[src/rtl/sr_seq_pkg.sv]
package sr_seq_pkg;

    typedef enum logic [2:0] {
        ST_IDLE,
        ST_PRE_REF_BURST,
        ST_SR_ENTER,
        ST_SR_HOLD,
        ST_WAIT_CLK,
        ST_EXIT_RECOVER,
        ST_POST_REF_BURST,
        ST_DONE
    } sr_state_e;

    typedef enum logic [1:0] {
        CMD_NOP,
        CMD_DESEL,
        CMD_AREF,
        CMD_SRE
    } sdr_cmd_e;

    typedef struct packed {
        logic cs_n;
        logic ras_n;
        logic cas_n;
        logic we_n;
        logic cke;
        logic dqm;
    } sdr_pins_t;

endpackage

[src/rtl/sr_down_timer.sv]
module sr_down_timer #(
    parameter int W = 3
) (
    input  logic         clk,
    input  logic         rst_n,
    input  logic         load,
    input  logic [W-1:0] load_val,
    output logic [W-1:0] count,
    output logic         zero
);
    logic [W-1:0] cnt_q;

    always_ff @(posedge clk) begin
        if (!rst_n) begin
            cnt_q <= '0;
        end else if (load) begin
            cnt_q <= load_val;
        end else if (cnt_q != '0) begin
            cnt_q <= cnt_q - 1'b1;
        end
    end

    assign count = cnt_q;
    assign zero  = (cnt_q == '0);
endmodule

[src/rtl/sr_ref_counter.sv]
module sr_ref_counter #(
    parameter int REF_COUNT = 4096
) (
    input  logic clk,
    input  logic rst_n,
    input  logic load,
    input  logic dec,
    output logic empty
);
    localparam int CW = $clog2(REF_COUNT + 1);

    logic [CW-1:0] left_q;

    always_ff @(posedge clk) begin
        if (!rst_n) begin
            left_q <= '0;
        end else if (load) begin
            left_q <= CW'(REF_COUNT);
        end else if (dec && left_q != '0) begin
            left_q <= left_q - 1'b1;
        end
    end

    assign empty = (left_q == '0);
endmodule

[src/rtl/sr_cmd_encode.sv]
module sr_cmd_encode
    import sr_seq_pkg::*;
(
    input  sdr_cmd_e  cmd,
    input  logic      cke_on,
    output sdr_pins_t pins
);
    always_comb begin
        pins.cke = cke_on;
        pins.dqm = 1'b1;
        unique case (cmd)
            CMD_NOP:   {pins.cs_n, pins.ras_n, pins.cas_n, pins.we_n} = 4'b0111;
            CMD_DESEL: {pins.cs_n, pins.ras_n, pins.cas_n, pins.we_n} = 4'b1111;
            CMD_AREF:  {pins.cs_n, pins.ras_n, pins.cas_n, pins.we_n} = 4'b0001;
            CMD_SRE:   {pins.cs_n, pins.ras_n, pins.cas_n, pins.we_n} = 4'b0001;
        endcase
    end
endmodule

[src/rtl/sdram_sr_seq.sv]
module sdram_sr_seq
    import sr_seq_pkg::*;
#(
    parameter int T_RC      = 7,
    parameter int T_RAS     = 5,
    parameter int REF_COUNT = 4096
) (
    input  logic clk,
    input  logic rst_n,
    input  logic enter_req,
    input  logic exit_req,
    input  logic clk_stable,
    output logic enter_ack,
    output logic exit_ack,
    output logic sr_active,
    output logic sr_done,
    output logic sdr_cs_n,
    output logic sdr_ras_n,
    output logic sdr_cas_n,
    output logic sdr_we_n,
    output logic sdr_cke,
    output logic sdr_dqm
);
    localparam int TMAX = (T_RC > T_RAS) ? T_RC : T_RAS;
    localparam int TW   = $clog2(TMAX + 1);
    localparam logic [TW-1:0] RC_LOAD  = TW'(T_RC - 1);
    localparam logic [TW-1:0] RAS_LOAD = TW'(T_RAS - 1);

    sr_state_e     cur, nxt;
    logic          tmr_load;
    logic [TW-1:0] tmr_val;
    logic [TW-1:0] tmr_count;
    logic          tmr_zero;
    logic          ref_load;
    logic          ref_dec;
    logic          ref_empty;
    sdr_cmd_e      cmd;
    logic          cke_on;
    sdr_pins_t     pins;

    sr_down_timer #(.W(TW)) u_timer (
        .clk      (clk),
        .rst_n    (rst_n),
        .load     (tmr_load),
        .load_val (tmr_val),
        .count    (tmr_count),
        .zero     (tmr_zero)
    );

    sr_ref_counter #(.REF_COUNT(REF_COUNT)) u_refs (
        .clk   (clk),
        .rst_n (rst_n),
        .load  (ref_load),
        .dec   (ref_dec),
        .empty (ref_empty)
    );

    // State register
    always_ff @(posedge clk) begin
        if (!rst_n) begin
            cur <= ST_IDLE;
        end else begin
            cur <= nxt;
        end
    end

    // Transitions and datapath controls
    always_comb begin
        nxt      = cur;
        tmr_load = 1'b0;
        tmr_val  = '0;
        ref_load = 1'b0;
        ref_dec  = 1'b0;
        unique case (cur)
            ST_IDLE: begin
                if (enter_req) begin
                    nxt      = ST_PRE_REF_BURST;
                    ref_load = 1'b1;
                    tmr_load = 1'b1;
                end
            end
            ST_PRE_REF_BURST, ST_POST_REF_BURST: begin
                if (tmr_zero) begin
                    if (!ref_empty) begin
                        ref_dec  = 1'b1;
                        tmr_load = 1'b1;
                        tmr_val  = RC_LOAD;
                    end else begin
                        nxt = (cur == ST_PRE_REF_BURST) ? ST_SR_ENTER : ST_DONE;
                    end
                end
            end
            ST_SR_ENTER: begin
                nxt      = ST_SR_HOLD;
                tmr_load = 1'b1;
                tmr_val  = RAS_LOAD;
            end
            ST_SR_HOLD: begin
                if (tmr_zero && exit_req) begin
                    nxt = ST_WAIT_CLK;
                end
            end
            ST_WAIT_CLK: begin
                if (clk_stable) begin
                    nxt      = ST_EXIT_RECOVER;
                    tmr_load = 1'b1;
                    tmr_val  = RC_LOAD;
                end
            end
            ST_EXIT_RECOVER: begin
                if (tmr_zero) begin
                    nxt      = ST_POST_REF_BURST;
                    ref_load = 1'b1;
                end
            end
            ST_DONE: begin
                nxt = ST_IDLE;
            end
        endcase
    end

    // Moore outputs
    always_comb begin
        cmd       = CMD_NOP;
        cke_on    = 1'b1;
        enter_ack = 1'b0;
        exit_ack  = 1'b0;
        sr_active = 1'b0;
        sr_done   = 1'b0;
        unique case (cur)
            ST_IDLE: begin
                cmd = CMD_NOP;
            end
            ST_PRE_REF_BURST: begin
                cmd = (tmr_zero && !ref_empty) ? CMD_AREF : CMD_NOP;
            end
            ST_SR_ENTER: begin
                cmd       = CMD_SRE;
                cke_on    = 1'b0;
                enter_ack = 1'b1;
                sr_active = 1'b1;
            end
            ST_SR_HOLD, ST_WAIT_CLK: begin
                cmd       = CMD_DESEL;
                cke_on    = 1'b0;
                sr_active = 1'b1;
            end
            ST_EXIT_RECOVER: begin
                cmd       = CMD_DESEL;
                sr_active = 1'b1;
                exit_ack  = (tmr_count == RC_LOAD);
            end
            ST_POST_REF_BURST: begin
                cmd       = (tmr_zero && !ref_empty) ? CMD_AREF : CMD_NOP;
                sr_active = 1'b1;
            end
            ST_DONE: begin
                sr_done = 1'b1;
            end
        endcase
    end

    sr_cmd_encode u_enc (
        .cmd    (cmd),
        .cke_on (cke_on),
        .pins   (pins)
    );

    assign sdr_cs_n  = pins.cs_n;
    assign sdr_ras_n = pins.ras_n;
    assign sdr_cas_n = pins.cas_n;
    assign sdr_we_n  = pins.we_n;
    assign sdr_cke   = pins.cke;
    assign sdr_dqm   = pins.dqm;
endmodule

[config.mk]
export PLATFORM = sky130hd
export DESIGN_NAME = sdram_sr_seq
export DESIGN_NICKNAME = d
export VERILOG_FILES = /design/src/rtl/sr_seq_pkg.sv /design/src/rtl/sr_down_timer.sv /design/src/rtl/sr_ref_counter.sv /design/src/rtl/sr_cmd_encode.sv /design/src/rtl/sdram_sr_seq.sv
export SDC_FILE = /design/constraint.sdc
export NUM_CORES = 1
export LEC_CHECK = 0
export BUFFER_PORTS_ARGS = -buffer_cell sky130_fd_sc_hd__buf_4
export CAP_MARGIN = 20
export CORE_ASPECT_RATIO = 1.2
export CORE_MARGIN = 2
export CORE_UTILIZATION = 62
export CTS_CLUSTER_DIAMETER = 150
export CTS_CLUSTER_SIZE = 25
export DETAILED_ROUTE_END_ITERATION = 16
export PLACE_DENSITY = 0.86
export SLEW_MARGIN = 10
export SYNTH_ARGS = -nofsm -noshare
export SYNTH_HDL_FRONTEND = slang
export SYNTH_SLANG_ARGS = --single-unit
[constraint.sdc]
create_clock -name clk -period 4.67 [get_ports clk]
set_clock_uncertainty 0.1 [all_clocks]
set_input_delay 0.2335 -clock clk [delete_from_list [all_inputs] [get_ports clk]]
set_output_delay 0.2335 -clock clk [all_outputs]
set_load 0.1 [all_outputs]
==> metrics.md <==
| Metric | Value |
|---|---|
| Starting Density | 65.0% |
| Worst path bufs/invs | 2 |
| RSZ-0062 raised after global routing | false |
| Ant diodes | 0 |
| Total Routing Usage GR | 25.4% |
| PostCTS Resize Cnt | 0 |
| DPL Wire Length | 2.29 mm |
| CTS tree | built |
| Synthesized cell area | 0.00133 mm2 |
| Top cells by area, synth | dfxtp_1, ha_1, a21oi_1, mux2i_1, nor2_1 |
| Distinct cells, synth | 48 |
| Fin nets | 180 |
| Clk slew on worst S/H paths | 0.11 ns |
| Largest net degree at the start of global routing | 21 |
| Synth Flop Type | dfxtp_1 |
| Critical Path Fanout Max | 5 |
| Synth-to-layout area growth | 9.11% |
| # DRC | 0 |
| Final Hold Viols | 0 |
| Relative slew slack | 60.6% |
| Pre-CTS worst setup slack | 2.32 ns |
| Final Setup Violations | 0 |
| Syn. warnings | 0 |
| CP Data Required Time | 4.34 ns |
| Critical path type | flop to output port |
| Layout fillers | 164 |
| Setup ws final | 1.98 ns |
| First-pass GRT wire length | 4.69 mm |
| H-tree depth | 1 |
| Worst slew pin tran | 0.590 ns |
| TNS Setup | 0 ns |
| Crit path to | sdr_cas_n |
| Clock buffer depth | 2 |
| Fmax | 0.372 GHz |
| Post-route ant nets | 0 |
| Sequential area share after synthesis | 28.5% |
| Top-count cell post-synth | dfxtp_1 |
| Die Ht | 54.8 um |
| Initial DRC Count | 21 |
| Cell count along the critical path | 7 |
| Initial antenna violation count | 0 |
| Routed WL | 2.84 mm |
| Synthesized flop and latch total | 19 |
| Die width | 46.3 um |
| CP top delay family | simple AND/OR/NAND/NOR gates |
| Routed vias/inst | 6.11 |
| Max cap viols | 0 |
| Worst R2R Setup Slack | 2.42 ns |
| Post-synth EDFFs | 0 |
| Vias in the first global route | 1,110 |
| Dpl cells | 191 |
| Die area | 0.00254 mm2 |
| CP Cell Sequence | inv_1, ha_1, or4b_1, nor4_4, nor2_2, nor2_1, buf_4 |
| WL per Instance | 14.6 um |
| Post-Syn Instances | 154 |
| Arrival time worst endpoint | 2.36 ns |
| Worst flop-to-flop path startpoint | u_refs.left_q[0] |
| CP Capture Type | output port |
| First drt pass iteration count | 4 |
| Mean Syn Cell Area | 8.65 um2 |
| Sink Count | 19 |
| Post-synth top cells | dfxtp_1, a21oi_1, nor2_1 |
| I/O Pins | 15 |
| Clock insertion delay at the later pin of the skew report | 0.30 ns |
| CP startpoint | u_refs.left_q[0] |
| Hold_buf cts | 0 |
| I/O Buffers | 12 |
| Reg-to-reg endpoint | u_refs.left_q[10] |
| Slowest cell on crit path | or4b_1 |
| Grt ovf | 0 |
| GPL Wtd Cong | 0.870 |
| Area leader, netlist | dfxtp_1 |
| Post-synth ARST share | 0% |
| CP startpoint kind | flop |
| DR vias | 1,191 |
| Post-synth top area share | 28.5% |
| Root Buffer | clkbuf_4 |
| Core area | 0.00205 mm2 |
| Period minus WS final | 2.69 ns |
| Layout cells sized above 1 | 17.0% |
| Max stage delay on crit path | 0.49 ns |
| Max Transition Viols Final | 0 |
| Core Util, Final | 70.9% |
| TritonCTS Buffers | 3 |
| Status | finished, final reports clean |
| Depth of the worst register-to-register path | 7 |
| Part of the cycle the worst path needs | 57.6% |
| # rows | 18 |
| Min-Delay Path Class | primary input to flop |
| Final Non-Filler Cells | 195 |
| Post-CTS Setup Inserts | 0 |
layout make-up:
cell class,count,area [um2],share of cell area [%]
Inverter,10,37.5,2.58
Tap cell,30,37.5,2.58
Multi-Input combinational cell,119,875,60.2
Timing Repair Buffer,13,97.6,6.71
Sequential cell,19,380,26.2
Clock buffer,4,26.3,1.81
cells in the final DEF (no fill, tap or decap), types with 3 or more instances in the layout:
master / n
o21a_1: 4
o21ai_0: 6
ha_1: 9
o31ai_1: 4
nor2_1: 12
mux2i_1: 5
buf_4: 13
or3_1: 6
nand2_1: 6
or4_1: 6
a21oi_1: 13
clkbuf_4: 3
inv_1: 10
nand2b_1: 3
dfxtp_1: 19
worst register-to-register path: cells and delay by family (launching register included):
kind / cells / cell delay, ns
AND/OR/NAND/NOR: 3 / 0.96
buffers and inverters: 2 / 0.43
flip-flops: 1 / 0.35
AO/OA/AOI/OAI: 1 / 0.17
adder cells (fa/ha/maj): 1 / 0.15
metal layers:
layer / part of all wire, % / vias up / global-route usage, %
met2: 54 / 30 / 47.2
met1: 41 / 556 / 28.3
met3: 3.3 / 6 / 4.29
met4: 2.0 / 0 / 9.05
li1: - / 599 / -
met5: 0 / - / 0
flip-flops by register name (all words and copies together) (netlist names):
register       cells
cur                3
u_timer.count      3
u_refs.left_q     13
stage by stage:
step                hold WS, ns  instance area [um2]
finish                   0.0909                 1450
global route             0.0950                 1450
CTS                      0.0936                 1450
detailed placement        0.383                 1430
global placement          0.345                 1430
floorplan                 0.251                 1340
worst min-delay path by stage:
stage | slack [ns] | end | cells after the start | from
global route | 0.09 | u_timer.count[1] | 2 | rst_n
global placement | 0.34 | u_refs.left_q[6] | 2 | u_refs.left_q[6]
floorplan | 0.25 | u_timer.count[1] | 1 | rst_n
detailed placement | 0.38 | u_refs.left_q[6] | 2 | u_refs.left_q[6]
CTS | 0.09 | u_timer.count[1] | 2 | rst_n
finish | 0.09 | u_timer.count[1] | 2 | rst_n
logic make-up (layout without fill, tap and decap cells):
| family | count (synthesis) | after routing | share of synthesized area [%] |
|---|---|---|---|
| buffers and inverters | 17 | 27 | 6.76 |
| and+or+nand+nor | 56 | 56 | 26.4 |
| other | 1 | 2 | 0.281 |
| DFF | 19 | 19 | 28.5 |
| xor gates and xnor gates | 1 | 1 | 0.657 |
| adders and majority gates | 9 | 9 | 8.45 |
| muxes | 8 | 8 | 6.57 |
| AOI/OAI and AO/OA | 43 | 43 | 22.3 |
Power is left out: the tool's default activity adds up to more than one toggle a clock period on the data nets, which glitch-free logic cannot reach.
